--- src/rtl/pw_pkg.sv ---
package pw_pkg;
  typedef enum logic [2:0] {
    FN_ALWAYS = 3'd0,
    FN_LT     = 3'd1,
    FN_LE     = 3'd2,
    FN_EQ     = 3'd3,
    FN_NE     = 3'd4,
    FN_GE     = 3'd5,
    FN_GT     = 3'd6,
    FN_RSVD   = 3'd7
  } pw_func_e;

  typedef enum logic [2:0] {
    ST_IDLE = 3'd0,
    ST_PRE  = 3'd1,
    ST_READ = 3'd2,
    ST_WAIT = 3'd3,
    ST_POST = 3'd4
  } pw_state_e;

  localparam logic [1:0] OP_WRAP = 2'b01;
endpackage

--- src/rtl/pw_compare.sv ---
module pw_compare #(
  parameter int DW = 32
) (
  input  logic [2:0]    func,
  input  logic [DW-1:0] value,
  input  logic [DW-1:0] mask,
  input  logic [DW-1:0] reference,
  output logic          hit
);
  import pw_pkg::*;

  function automatic logic eval(input logic [2:0] f, input logic [DW-1:0] v, input logic [DW-1:0] r);
    logic res;
    case (pw_func_e'(f))
      FN_LT:   res = (v <  r);
      FN_LE:   res = (v <= r);
      FN_EQ:   res = (v == r);
      FN_NE:   res = (v != r);
      FN_GE:   res = (v >= r);
      FN_GT:   res = (v >  r);
      default: res = 1'b1;
    endcase
    return res;
  endfunction

  assign hit = eval(func, value & mask, reference);
endmodule

--- src/rtl/pw_retry.sv ---
module pw_retry #(
  parameter int RW = 12
) (
  input  logic          clk,
  input  logic          rst_n,
  input  logic          load,
  input  logic [RW-1:0] budget,
  input  logic          consume,
  output logic          exhausted,
  output logic          unlimited
);
  logic [RW-1:0] left_q;
  logic          inf_q;

  always_ff @(posedge clk) begin
    if (!rst_n) begin
      left_q <= '0;
      inf_q  <= 1'b0;
    end else if (load) begin
      left_q <= budget;
      inf_q  <= (budget == {RW{1'b1}});
    end else if (consume && !inf_q && left_q != '0) begin
      left_q <= left_q - 1'b1;
    end
  end

  assign exhausted = !inf_q && (left_q == '0);
  assign unlimited = inf_q;
endmodule

--- src/rtl/pw_interval.sv ---
module pw_interval #(
  parameter int IW = 16
) (
  input  logic          clk,
  input  logic          rst_n,
  input  logic          load_cfg,
  input  logic [IW-1:0] cfg,
  input  logic          arm,
  input  logic          tick,
  output logic          skip,
  output logic          expire
);
  logic [IW-1:0] len_q;
  logic [IW-1:0] cnt_q;

  always_ff @(posedge clk) begin
    if (!rst_n) begin
      len_q <= '0;
      cnt_q <= '0;
    end else begin
      if (load_cfg) len_q <= cfg;
      if (arm) cnt_q <= len_q;
      else if (tick && cnt_q != '0) cnt_q <= cnt_q - 1'b1;
    end
  end

  assign skip   = (len_q == '0);
  assign expire = (cnt_q <= {{(IW-1){1'b0}}, 1'b1});
endmodule

--- src/rtl/poll_wait_unit.sv ---
module poll_wait_unit #(
  parameter int DW = 32,
  parameter int AW = 32,
  parameter int RW = 12,
  parameter int IW = 16
) (
  input  logic          clk,
  input  logic          rst_n,
  input  logic          start,
  input  logic          tgt_mem,
  input  logic [2:0]    func,
  input  logic [1:0]    op,
  input  logic [AW-1:0] addr,
  input  logic [DW-1:0] pre_data,
  input  logic [DW-1:0] post_data,
  input  logic [DW-1:0] reference,
  input  logic [DW-1:0] mask,
  input  logic [RW-1:0] retry_max,
  input  logic [IW-1:0] interval,
  output logic          rd_req,
  output logic          rd_mem,
  output logic [AW-1:0] rd_addr,
  input  logic          rd_ack,
  input  logic [DW-1:0] rd_data,
  output logic          wr_req,
  output logic [AW-1:0] wr_addr,
  output logic [DW-1:0] wr_data,
  input  logic          wr_ack,
  output logic          busy,
  output logic          done,
  output logic          timeout,
  output logic          bad_func
);
  import pw_pkg::*;

  pw_state_e     state_q, state_d;
  logic [2:0]    func_q;
  logic          mem_q, wrap_q, hit_q, done_q, tout_q, bad_q;
  logic [AW-1:0] addr_q;
  logic [DW-1:0] pre_q, post_q, ref_q, mask_q;

  // named internal events
  logic evt_start, evt_resp, evt_hit, evt_miss, evt_retry, evt_final, evt_finish;
  logic cmp_hit, retry_out, retry_inf, ivl_skip, ivl_expire, outcome_hit;

  pw_compare #(.DW(DW)) u_cmp (
    .func(func_q), .value(rd_data), .mask(mask_q), .reference(ref_q), .hit(cmp_hit)
  );

  pw_retry #(.RW(RW)) u_retry (
    .clk(clk), .rst_n(rst_n), .load(evt_start), .budget(retry_max),
    .consume(evt_retry), .exhausted(retry_out), .unlimited(retry_inf)
  );

  pw_interval #(.IW(IW)) u_ivl (
    .clk(clk), .rst_n(rst_n), .load_cfg(evt_start), .cfg(interval),
    .arm(evt_retry), .tick(state_q == ST_WAIT), .skip(ivl_skip), .expire(ivl_expire)
  );

  assign evt_start  = start && (state_q == ST_IDLE);
  assign evt_resp   = (state_q == ST_READ) && rd_ack;
  assign evt_hit    = evt_resp && cmp_hit;
  assign evt_miss   = evt_resp && !cmp_hit;
  assign evt_retry  = evt_miss && !retry_out;
  assign evt_final  = evt_hit || (evt_miss && retry_out);
  assign evt_finish = (evt_final && !wrap_q) || ((state_q == ST_POST) && wr_ack);
  assign outcome_hit = (state_q == ST_READ) ? cmp_hit : hit_q;

  always_comb begin
    state_d = state_q;
    case (state_q)
      ST_IDLE: if (evt_start) state_d = (op == OP_WRAP && !tgt_mem) ? ST_PRE : ST_READ;
      ST_PRE:  if (wr_ack) state_d = ST_READ;
      ST_READ: begin
        if (evt_final)      state_d = wrap_q ? ST_POST : ST_IDLE;
        else if (evt_retry) state_d = ivl_skip ? ST_READ : ST_WAIT;
      end
      ST_WAIT: if (ivl_expire) state_d = ST_READ;
      ST_POST: if (wr_ack) state_d = ST_IDLE;
      default: state_d = ST_IDLE;
    endcase
  end

  always_ff @(posedge clk) begin
    if (!rst_n) begin
      state_q <= ST_IDLE;
      func_q  <= '0;
      mem_q   <= 1'b0;
      wrap_q  <= 1'b0;
      hit_q   <= 1'b0;
      addr_q  <= '0;
      pre_q   <= '0;
      post_q  <= '0;
      ref_q   <= '0;
      mask_q  <= '0;
      done_q  <= 1'b0;
      tout_q  <= 1'b0;
      bad_q   <= 1'b0;
    end else begin
      state_q <= state_d;
      done_q  <= evt_finish && outcome_hit;
      tout_q  <= evt_finish && !outcome_hit;
      if (evt_resp) hit_q <= cmp_hit;
      if (evt_start) begin
        func_q <= func;
        mem_q  <= tgt_mem;
        wrap_q <= (op == OP_WRAP) && !tgt_mem;
        addr_q <= addr;
        pre_q  <= pre_data;
        post_q <= post_data;
        ref_q  <= reference;
        mask_q <= mask;
        bad_q  <= (func == FN_RSVD);
      end
    end
  end

  assign rd_req   = (state_q == ST_READ);
  assign rd_mem   = mem_q;
  assign rd_addr  = addr_q;
  assign wr_req   = (state_q == ST_PRE) || (state_q == ST_POST);
  assign wr_addr  = addr_q;
  assign wr_data  = (state_q == ST_POST) ? post_q : pre_q;
  assign busy     = (state_q != ST_IDLE);
  assign done     = done_q;
  assign timeout  = tout_q;
  assign bad_func = bad_q;
endmodule

--- config.mk ---
export PLATFORM = sky130hd
export DESIGN_NAME = poll_wait_unit
export DESIGN_NICKNAME = d
export VERILOG_FILES = /design/src/rtl/pw_pkg.sv /design/src/rtl/pw_compare.sv /design/src/rtl/pw_retry.sv /design/src/rtl/pw_interval.sv /design/src/rtl/poll_wait_unit.sv
export SDC_FILE = /design/constraint.sdc
export NUM_CORES = 1
export LEC_CHECK = 0
export ABC_AREA = 1
export BUFFER_PORTS_ARGS = -buffer_cell sky130_fd_sc_hd__buf_2
export CAP_MARGIN = 20
export CORE_MARGIN = 2
export CORE_UTILIZATION = 45
export CTS_CLUSTER_DIAMETER = 30
export DETAILED_ROUTE_END_ITERATION = 8
export PLACE_DENSITY = 0.77
export SETUP_SLACK_MARGIN = 0.3
export SYNTH_ARGS = -nofsm -noshare
export SYNTH_HDL_FRONTEND = slang
export SYNTH_HIERARCHICAL = 1
export SYNTH_SLANG_ARGS = --single-unit
--- constraint.sdc ---
create_clock -name clk -period 8.47 [get_ports clk]
set_input_delay 1.694 -clock clk [delete_from_list [all_inputs] [get_ports clk]]
set_output_delay 1.694 -clock clk [all_outputs]
set_load 0.005 [all_outputs]
==> metrics <==
1st-pass router iterations=5; asr flop ratio synth=0%; DRT antenna net count=0; post-route setup TNS=0 ns; FF+latch count, synth=217; CP most frequent cell=nand2_1; Worst-Skew Late Latency=between 0.5 and 0.6 ns; Slew HR=37.4%; first-pass GRT wire length=between 50 and 60 mm; Syn Inst Count=1576; Yosys Warn Count=6; final wirelength=around 30 mm; RSZ-0062 raised after global routing=no; row cnt=56; Port Buffers=333; CP bufs+invs=6; dominant cells by area after synthesis=dfxtp_1 40%, nor2_1 13%, o21ai_0 11%; Num CTS Buffers=48; Power per Cell Area=318 nW/um2; Setup Skew=approximately 0.017 ns; Critical Path, Cell by Cell=buf_2 > nand2_1 > inv_1 > ha_1 > nand2_1 > nor2_2 > nand2_1 > nor2_1 > nand2_2 > nor2_1 > o21ai_1 > nand2_1 > nand2_1 > inv_1 > nand3_2 > nor2_1 > inv_1 > nor3_2 > buf_4 > inv_1 > nand2_2 > o21ai_0 > a21oi_1; min cycle time layout=4.37 ns; count leader, synth=nor2_1; Worst R2R Setup Slack=5.06 ns; Synth area leader=dfxtp_1; CP endpoint kind=flop; FF-to-FF Start=mask_q[13]; Post-CTS Resized=0; Worst Path Arrival=4.83 ns; Max Clk Rate=0.229 GHz; cell area after synthesis=about 11000 um2; GRT Residual Overflow=0; synthesis-to-finish area growth=30.1%; Reg clk slew, reported paths=around 0.05 ns; CP Launch Type=input pin; Non-Filler Instances=2219; final hold violation count=0; CP Depth=23; cell family with most CP delay=simple AND/OR/NAND/NOR gates; CTS H-Tree Depth=2; worst min path class=reg2reg; dpl cells=2127; CTS tree=done; sequential fraction of the synthesis area=40.3%; Horiz. Die Dim=159 um; Final HPWL DP=20.7 mm; layout cells sized above 1=about 25%; Final period util=51.7%; Leak=7.22 nW; post-synth top area share=40.3%; # DRC=0; maximum VDD drop=197 uV; Hold Path Origin=post_q[16]; core area=23500 um2; global placer's final weighted congestion=0.900; status=complete, no violations; die area=25200 um2; Mean Syn Cell Area=6.84 um2; WL/cell=13.7 um; Total GRT Usage=23.5%; Hold Slack=0.445 ns; io pins=334; Root Buffer=clkbuf_16; total setup buffers inserted after CTS=0; fillers=2162; vias in the first global route=approximately 11000; CP max stage delay=0.34 ns; Primary FF master, synth=dfxtp_1; Reg area=4340 um2; Netlist cell types=39; Req. time, crit path=8.93 ns; worst slew pin tran=0.939 ns; post-cts hold buffer count=0; Post-synth EDFFs=0; Setup crit start=rd_data[15]; r2r endpoint=u_ivl/cnt_q[1]; fin worst setup slack=4.10 ns; total power=4.46 mW; post-synthesis net count=1843; initial antenna violation count=2; multi-input combinational cell area=a little over 5000 um2; pins over their slew limit=0; pin count of the biggest net entering global routing=102; pre-CTS WS=around 3.6 ns; number of setup violations in the final report=0; Vias=11000; worst setup path end=u_ivl/cnt_q[1]; Initial Util=45.9%; TritonCTS Sinks=217; die height=159 um; Register-to-Register Path Depth=22; Critical-path top delay cell=inv_1; deepest clock path buffer count=3; vias per cell=4.94; maxcap violations=0; crit path kind=in2reg; worst-path fanout max=20; First DRT Iteration DRCs=727; list of most frequent post-synthesis cells=376 x nor2_1, 249 x nand2_1, 238 x o21ai_0, 217 x dfxtp_1, 159 x inv_1; nets=2126
==> cells by family (layout without fill, tap and decap cells) <==
group,count (synthesis),count (layout),synth area share [%]
other,0,1,0
flip-flops,217,217,40.3
adder cells (fa/ha/maj),36,36,4.18
XOR/XNOR,3,3,0.244
AND/OR/NAND/NOR,729,729,28.1
buffers and inverters,270,593,12.1
AO/OA/AOI/OAI,321,321,15.1
==> worst register-to-register path, delay by kind of cell, from the launching register on <==
family                     cells  cell delay [ns]
DFF                            1             0.31
and+or+nand+nor               13             1.58
AOI/OAI and AO/OA              3             0.33
adders and majority gates      1             0.29
buffers and inverters          5             0.82
==> metrics by stage <==
| step | instance area [um2] | util, % |
|---|---|---|
| after floorplan | 10800 | - |
| after global placement | 12200 | 52.0 |
| after detailed placement | 12200 | 52.0 |
| after CTS | 14000 | 59.6 |
| after global routing | 14000 | 59.7 |
| final | 14000 | 59.8 |
==> state kept, by name, indices dropped and copies added, names as in the netlist, 3 cells and up <==
name	cells
mask_q	32
post_q	32
pre_q	32
rd_addr	32
ref_q	32
u_ivl/cnt_q	16
u_ivl/len_q	16
u_retry/left_q	12
func_q	3
state_q	3
==> worst min path at each step <==
stage / end / cells past startpoint
final: post_q[16] / 2
after global routing: post_q[11] / 2
after CTS: post_q[16] / 2
after detailed placement: post_q[16] / 2
after global placement: post_q[19] / 2
after floorplan: post_q[23] / 2
==> cell type report <==
cell class / count / area share [%]
diodes: 1 / 0.0178
well taps: 319 / 2.85
clock inverters: 28 / 2.93
inverters: 164 / 4.42
multi-input cells: 1089 / 36.7
repair buffers: 339 / 12.4
flip-flops and latches: 217 / 31.0
clock buffers: 62 / 9.80
==> cell usage in the layout, fill, tap and decap left out, types with 2 or more instances in the layout <==
cell / netlist / layout
a21oi_1: 72 / 72
buf_2: 18 / 332
buf_4: 34 / 6
bufinv_16: 0 / 9
clkbuf_1: 35 / 3
clkbuf_16: 0 / 49
clkbuf_8: 1 / 10
clkinv_1: 2 / 2
clkinv_2: 0 / 5
clkinvlp_4: 0 / 6
dfxtp_1: 217 / 217
ha_1: 36 / 36
inv_1: 159 / 159
inv_2: 2 / 2
inv_6: 0 / 8
nand2_1: 249 / 248
nand2_2: 8 / 9
nand2_4: 4 / 4
nand3_1: 48 / 48
nand3_2: 6 / 6
nand3b_1: 3 / 3
nand4_1: 6 / 6
nor2_1: 376 / 376
nor2_2: 10 / 10
nor2_4: 4 / 4
nor3_1: 5 / 4
nor3_2: 5 / 6
nor4_1: 4 / 4
o21a_1: 2 / 2
o21ai_0: 238 / 238
o21ai_1: 3 / 3
o21bai_1: 2 / 2
xnor2_1: 2 / 2
==> report_power, final <==
group | total (mW) | switching [mW] | internal [mW]
clock network | 2.02 | 0.598 | 1.42
registers | 1.34 | 0.121 | 1.22
logic | 1.10 | 0.696 | 0.405
total | 4.46 | 1.42 | 3.04
==> layer usage <==
metal	up-vias	wire length (um)	GRT usage, %
li1	5539	-	-
met1	4952	12900	28.9
met2	383	14400	39.3
met3	80	2250	6.19
met4	2	985	9.22
met5	-	14	0
Note: power is estimated with default switching activity, not from simulation.
